==> config.mk <==
export PLATFORM = sky130hd
export DESIGN_NAME = strided_dma_agu
export DESIGN_NICKNAME = d
export VERILOG_FILES = /design/src/rtl/strided_dma_agu.sv
export SDC_FILE = /design/constraint.sdc
export NUM_CORES = 1
export LEC_CHECK = 0
export CORE_ASPECT_RATIO = 1.2
export CORE_MARGIN = 2
export CORE_UTILIZATION = 40
export DETAILED_ROUTE_END_ITERATION = 6
export GPL_ROUTABILITY_DRIVEN = 0
export GPL_TIMING_DRIVEN = 0
export PLACE_DENSITY = 0.68
export SETUP_SLACK_MARGIN = 0.3
export SLEW_MARGIN = 20
export SYNTH_ARGS = -nofsm -noshare
export SYNTH_HDL_FRONTEND = slang
export SYNTH_SLANG_ARGS = --single-unit
==> constraint.sdc <==
create_clock -name clk -period 4.4 [get_ports clk]
set_input_delay 1.32 -clock clk [delete_from_list [all_inputs] [get_ports clk]]
set_output_delay 1.32 -clock clk [all_outputs]
set_load 0.02 [all_outputs]
==> src/rtl/strided_dma_agu.sv <==
module strided_dma_agu #(
  parameter int ADDR_W   = 32,
  parameter int CNT_W    = 16,
  parameter int STRIDE_W = 12
) (
  input  logic              clk,
  input  logic              rst_n,
  input  logic              start,
  input  logic [ADDR_W-1:0] ext_start,
  input  logic [ADDR_W-1:0] int_start,
  input  logic [CNT_W-1:0]  count,
  input  logic [1:0]        tsize,
  input  logic [STRIDE_W-1:0] stride,
  output logic              beat_valid,
  input  logic              beat_ready,
  output logic [ADDR_W-1:0] beat_ext,
  output logic [ADDR_W-1:0] beat_int,
  output logic [1:0]        beat_size,
  output logic              busy,
  output logic              done,
  output logic              bad_param
);

  logic                busy_q, done_q, bad_q;
  logic [ADDR_W-1:0]   ext_q, int_q;
  logic [1:0]          size_q;
  logic [STRIDE_W-1:0] stride_q;
  logic [CNT_W-1:0]    left_q;

  logic [3:0] step_in, step_q;
  logic [2:0] mask;
  logic       misaligned, fire, last;

  assign step_in    = 4'd1 << tsize;
  assign step_q     = 4'd1 << size_q;
  assign mask       = 3'(step_in - 4'd1);
  assign misaligned = |((stride[2:0] | ext_start[2:0] | int_start[2:0]) & mask);
  assign fire       = busy_q & beat_ready;
  assign last       = (left_q == CNT_W'(1));

  always_ff @(posedge clk) begin
    if (!rst_n) begin
      busy_q   <= 1'b0;
      done_q   <= 1'b0;
      bad_q    <= 1'b0;
      ext_q    <= '0;
      int_q    <= '0;
      size_q   <= '0;
      stride_q <= '0;
      left_q   <= '0;
    end else begin
      done_q <= 1'b0;
      bad_q  <= 1'b0;
      if (busy_q) begin
        if (fire) begin
          ext_q  <= ext_q + ADDR_W'(stride_q);
          int_q  <= int_q + ADDR_W'(step_q);
          left_q <= left_q - CNT_W'(1);
          if (last) begin
            busy_q <= 1'b0;
            done_q <= 1'b1;
          end
        end
      end else if (start) begin
        if (misaligned) begin
          bad_q <= 1'b1;
        end else if (count == '0) begin
          done_q <= 1'b1;
        end else begin
          busy_q   <= 1'b1;
          ext_q    <= ext_start;
          int_q    <= int_start;
          size_q   <= tsize;
          stride_q <= stride;
          left_q   <= count;
        end
      end
    end
  end

  assign beat_valid = busy_q;
  assign busy       = busy_q;
  assign beat_ext   = ext_q;
  assign beat_int   = int_q;
  assign beat_size  = size_q;
  assign done       = done_q;
  assign bad_param  = bad_q;

endmodule

==> reports/metrics.cfg, run 1 <==
[status]
status = complete, no violations

[job]
cap_violations = 0

[clock_network]
post_cts_buffers = 0
htreeDepth = 3
cts_tree = done
cts_resized = 0
path_clk_slew_ns = 0.07
cts_buffers = 9
cts_root_buffer = clkbuf_16
clock-sinks = 97
worst_skew_pair.late_latency_ns = 0.36
ctsHoldBuffers = 0
clock_path_buffers = 2

[setup_path]
cp.required_ns = 4.70
arrival_ns = 4.25
critical_path.max_fanout = 10
rr_worst_depth = 10
worst_setup_path_start_kind = input pin
crit_type = input pin to register
end_kind = register

[logic_synthesis]
syn-instance-count = 825
syn_nets = 943
synth_top_cell_by_area = dfxtp_1
yosys_warnings = 0
async_reset_ff_frac = 0
synth_top_area_share = 0.307
ys_seq_area_frac = 0.307
ys_seq_elements = 97
synthFlopType = dfxtp_1
yosys.cell_types.count = 78
syn_area_mm2 = 0.00632
avgSynthCellArea_um2 = 7.66
synth_edf_count = 0
synthTopCellsByArea = dfxtp_1 (31%), a21oi_1 (6.0%), nand2_1 (5.5%)

[final_layout]
final_common_cell = clkdlybuf4s50_1
nets = 1121
fin_util = 0.552
drive_gt1_frac = 0.0516
most-common-layout-cells = clkdlybuf4s50_1 (167), dfxtp_1 (97), nand2_1 (92)
syn_to_final_growth_pct = 35.5

[placement]
pre_cts_ws_ns = 0.243
hpwl_mm = 18.9
port_buffers = 167

[routing]
drt_iter0_markers = 783
vias_per_cell = 6.21
postRouteWirelength_mm = 26.6
first_pass_iters = 7
post-route-drc-count = 0
wire_per_inst_um = 21.8
antenna_left = 0
dr_total_vias = 7554

[grt]
grt_pass1_vias = 7124
antenna_found_initial = 0
grt_pass1_wl_mm = 39.9
grt-ovfl-total = 0
track_usage = 0.306
grt_max_degree = 15

[pwr]
switching_share = 0.317
p_sw_uw = 787
p_clk_frac = 0.341
p_int_mw = 1.69
leakage_nw = 3.11
p_comb_frac = 0.258
ir_worst_vdd_uv = 184
seqPwrFrac = 0.401
p_per_area_mw_per_mm2 = 290

[die]
die_w_um = 119
pin_count = 168
fp.coreArea_mm2 = 0.0155
die_area_mm2 = 0.0168
die_h_um = 142
rows = 50
start_util = 0.408

[timing]
finalSetupViolations = 0
slew_headroom = 0.272
post-route-period-util = 0.898
fin_crit_ns = 3.95
worstMarginPinSlew_ns = 1.09
finalSetupTns_ns = 0
fmax_ghz = 0.253
worst_slack_ns = 0.449
slew_viol_final = 0
skew_ns = 0.0136
hold_viol = 0
rsz0062_at_grt = false

[worst_hold_path]
hold_depth = 2
hold_class = register to register

cells by family after synthesis:
logic type,count (synthesis),synth area share
AND/OR/NAND/NOR,308,0.244
AO/OA/AOI/OAI,296,0.312
flip-flops,97,0.307
buffers and inverters,73,0.0461
multiplexers,25,0.0400
adder cells (fa/ha/maj),20,0.0420
XOR/XNOR,6,0.00831
synthesized netlist by cell type (16+ instances only):
library cell  count
a21oi_1          76
nand3_1          28
dfxtp_1          97
o21ai_0          58
nor2b_1          16
clkbuf_1         38
nor3_1           25
a31oi_1          18
ha_1             18
inv_1            20
mux2i_1          23
nor2_1           69
nand2_1          92
a211oi_1         25
final timing paths:
path              slack (ns)                       from                         to
setup reg to reg        1.31  beat_size[0]$_SDFFE_PN0P_  beat_int[24]$_SDFFE_PN0P_
hold / removal          0.48   beat_int[3]$_SDFFE_PN0P_   beat_int[3]$_SDFFE_PN0P_
hold reg to reg         0.48   beat_int[3]$_SDFFE_PN0P_   beat_int[3]$_SDFFE_PN0P_
setup / recovery        0.45                  count[11]  beat_int[14]$_SDFFE_PN0P_
state kept, by name, indices dropped and copies added, names as in the netlist:
name        flops
beat_int       32
bad_param       1
left_q         16
beat_valid      1
done            1
stride_q       12
beat_size       2
beat_ext       32
critical path, stage by stage:
cell,delay [ns]
clkdlybuf4s50_1,0.47
nor4_2,0.55
a41oi_2,0.32
a21oi_2,0.60
clkbuf_1,0.65
o21ai_0,0.22
nor2_1,0.12
power groups by stage:
stage | Clock [mW] | Combinational [mW] | Sequential (mW)
2_1_floorplan | 0 | 0.286 | 1.04
3_3_place_gp | 0 | 0.620 | 1.01
3_5_place_dp | 0 | 0.622 | 1.01
4_1_cts | 0.851 | 0.625 | 0.991
5_1_grt | 0.881 | 0.681 | 1.00
6_report | 0.845 | 0.641 | 0.994
layout make-up:
type / count / area (µm²)
buffer: 51 / 209
clock buffer: 14 / 274
fill: 1578 / 6950
antenna: 1 / 2.50
tap: 208 / 260
sequential: 97 / 1940
timing repair buffer: 167 / 1670
multi-input combinational: 655 / 4090
clock inverter: 2 / 35.0
inverter: 22 / 82.6
through the flow:
stage	hold WS [ns]	power (mW)	cell area, µm²	cells
finish	0.478	2.48	8570	1217
CTS	0.479	2.47	8560	1216
global route	0.512	2.56	8560	1216
detailed placement	0.469	1.63	8250	1200
floorplan	0.444	1.33	6320	825
global placement	0.457	1.63	8250	1200
routing by layer:
metal | GRT usage | part of all wire | wire (µm)
met4 | 0.150 | 0.043 | 1140
met1 | 0.383 | 0.40 | 10600
met3 | 0.0687 | 0.11 | 2880
met2 | 0.495 | 0.45 | 12000
met5 | 0 | 0 | 0
Note: power is estimated with default switching activity, not from simulation.
==> inputs of run 2 (changes only) <==
--- a/config.mk
+++ b/config.mk
@@ -7,11 +7,11 @@
 export LEC_CHECK = 0
 export CORE_ASPECT_RATIO = 1.2
 export CORE_MARGIN = 2
-export CORE_UTILIZATION = 40
+export CORE_UTILIZATION = 50
 export DETAILED_ROUTE_END_ITERATION = 6
 export GPL_ROUTABILITY_DRIVEN = 0
 export GPL_TIMING_DRIVEN = 0
-export PLACE_DENSITY = 0.68
+export PLACE_DENSITY = 0.82
 export SETUP_SLACK_MARGIN = 0.3
 export SLEW_MARGIN = 20
 export SYNTH_ARGS = -nofsm -noshare
==> run 2 against run 1 <==
  * The run now ends with DRC left
  * Largest power group unchanged
  * Clock power increased by 2.5%
  * Core utilization increased by 13 points
  * Sequential share of layout area increased by 0.13 points
  * Critical path type unchanged
  * Total power increased by 0.61%
  * Hold slack about the same
  * Final area decreased by 0.57%
  * Critical path depth unchanged
  * Global-route usage increased by 5.5 points
  * Register-to-register slack improved by 0.08 ns
  * Highest routed layer unchanged
  * First-iteration DRC count increased by 33%
==> reports/metrics.cfg, run 2 (synthesis gave the netlist of run 1 again) <==
[final_layout]
syn_to_final_growth_pct = 34.7
most-common-layout-cells = clkdlybuf4s50_1 (167), dfxtp_1 (97), nand2_1 (92)
final_common_cell = clkdlybuf4s50_1
fin_util = 0.681  ; +0.129
nets = 1121  ; unchanged
drive_gt1_frac = 0.0517  ; +0.000103
antenna_cells = 0  ; -1

[setup_path]
arrival_ns = 4.14  ; -0.11 ns
critPathLaunch = count[10]
slowest_delay_ns = 0.62  ; -0.03 ns
cp.required_ns = 4.69  ; about the same
end_kind = register
worstReg2RegStart = beat_size[0]$_SDFFE_PN0P_
worst_setup_path_start_kind = input pin
rr_worst_depth = 10  ; unchanged
critical_path.max_fanout = 10  ; unchanged
crit_type = input pin to register
crit_chain = clkdlybuf4s50_1 > nor4_2 > a41oi_2 > a21oi_2 > clkbuf_1 > o21ai_0 > nor2_1
slowest_stage = clkbuf_1

[routing]
dr_total_vias = 7646  ; +1.2%
post-route-drc-count = 3  ; +3
drt_iter0_markers = 1041  ; +33%
first_pass_iters = 7  ; unchanged
wire_per_inst_um = 21.2  ; -3.0%
antenna_left = 0  ; unchanged
vias_per_cell = 6.54  ; +5.3%
postRouteWirelength_mm = 24.8  ; -6.7%

[job]
cap_violations = 0  ; unchanged

[timing]
fin_crit_ns = 3.85  ; -0.101 ns
finalSetupTns_ns = 0  ; unchanged
worst_slack_ns = 0.550  ; +0.101 ns
slew_headroom = 0.297  ; +0.0249
post-route-period-util = 0.875  ; -0.0230
hold_viol = 0  ; unchanged
worstMarginPinSlew_ns = 1.06  ; -0.0373 ns
finalSetupViolations = 0  ; unchanged
slew_viol_final = 0  ; unchanged
skew_ns = 0.00813  ; -0.00545 ns
rsz0062_at_grt = false
fmax_ghz = 0.260  ; +2.6%

[pwr]
p_int_mw = 1.73  ; +2.0%
p_comb_frac = 0.255  ; -0.003
leakage_nw = 3.12  ; +0.15%
seqPwrFrac = 0.398  ; -0.003
ir_worst_vdd_uv = 234  ; +27%
power_mw = 2.50  ; +0.61%
switching_share = 0.308  ; -0.00967
p_clk_frac = 0.347  ; +0.006
p_sw_uw = 768  ; -2.5%
p_per_area_mw_per_mm2 = 293  ; +1.2%

[clock_network]
cts_root_buffer = clkbuf_16
worst_skew_pair.late_latency_ns = 0.35  ; about the same
path_clk_slew_ns = 0.07  ; about the same
cts_buffers = 9  ; unchanged
htreeDepth = 3  ; unchanged
cts_resized = 0  ; unchanged
ctsHoldBuffers = 0  ; unchanged
post_cts_buffers = 0  ; unchanged
clock-sinks = 97  ; unchanged
clock_path_buffers = 2  ; unchanged
cts_tree = done

[status]
violations = DRC
status = finished, violations left

[die]
rows = 45  ; -10%
die_w_um = 107  ; -10%
die_area_mm2 = 0.0136  ; -19%
pin_count = 168  ; unchanged
fp.coreArea_mm2 = 0.0125  ; -19%
start_util = 0.506  ; +0.0983
die_h_um = 127  ; -10%

[grt]
grt_max_degree = 15  ; unchanged
grt_pass1_wl_mm = 38.1  ; -4.5%
grt-ovfl-total = 0  ; unchanged
track_usage = 0.361  ; +0.0554
antenna_found_initial = 0  ; unchanged
grt_pass1_vias = 7144  ; +0.28%

[placement]
hpwl_mm = 17.5  ; -7.2%
pre_cts_ws_ns = 0.392  ; +0.149 ns
port_buffers = 167  ; unchanged

[worst_hold_path]
hold_depth = 2  ; unchanged
hp-start = beat_int[3]$_SDFFE_PN0P_
hold_class = register to register

-- run 2: cell count changes in the layout (fill, tap and decap cells not counted) --
cell | previous run | this run
bufinv_16 | 1 | 2
clkbuf_1 | 40 | 38
clkbuf_8 | 3 | 2
diode_2 | 1 | 0
-- run 2: critical path, delay by kind of cell --
family | cells | cell delay [ns]
buf+inv | 2 | 1.10
compound gates | 3 | 1.08
simple gates | 2 | 0.62
-- run 2: layout make-up --
| class | count | area, µm² |
|---|---|---|
| Clock inverter | 3 | 65.1 |
| Buffer | 51 | 209 |
| Sequential cell | 97 | 1940 |
| Timing Repair Buffer | 167 | 1670 |
| Tap cell | 164 | 205 |
| Clock buffer | 11 | 253 |
| Inverter | 22 | 82.6 |
| Fill cell | 1095 | 3980 |
| Multi-Input combinational cell | 655 | 4090 |
-- run 2: metrics by stage --
stage	std cells	hold slack, ns	area (µm²)
global placement	1156	0.459	8200
global route	1170	0.499	8520
finish	1170	0.478	8520
detailed placement	1156	0.469	8200
floorplan	825	0.444	6320
CTS	1170	0.477	8520
-- run 2: path summary, 6_finish.rpt --
path | to | slack (ns)
min | beat_int[3]$_SDFFE_PN0P_ | 0.48
max reg2reg | beat_int[24]$_SDFFE_PN0P_ | 1.39
min reg2reg | beat_int[3]$_SDFFE_PN0P_ | 0.48
max | beat_int[14]$_SDFFE_PN0P_ | 0.55
-- run 2: power by group through the flow --
| stage | clock network [mW] | logic, mW | registers [mW] |
|---|---|---|---|
| after floorplan | 0 | 0.286 | 1.04 |
| after global placement | 0 | 0.608 | 1.01 |
| after detailed placement | 0 | 0.613 | 1.01 |
| after CTS | 0.864 | 0.618 | 0.990 |
| after global routing | 0.900 | 0.674 | 0.999 |
| final | 0.866 | 0.636 | 0.993 |
-- run 2: routing by layer --
| metal | GRT usage | share of wire |
|---|---|---|
| met1 | 0.442 | 0.36 |
| met2 | 0.563 | 0.44 |
| met3 | 0.0786 | 0.12 |
| met4 | 0.250 | 0.071 |
| met5 | 0 | 0 |
==> inputs of run 3 (changes only) <==
--- a/config.mk
+++ b/config.mk
@@ -8,6 +8,7 @@
 export CORE_ASPECT_RATIO = 1.2
 export CORE_MARGIN = 2
 export CORE_UTILIZATION = 50
+export CTS_CLUSTER_DIAMETER = 100
 export DETAILED_ROUTE_END_ITERATION = 6
 export GPL_ROUTABILITY_DRIVEN = 0
 export GPL_TIMING_DRIVEN = 0
==> results of run 3 <==
The final DEF is identical to that of run 2; final timing and power are the same.
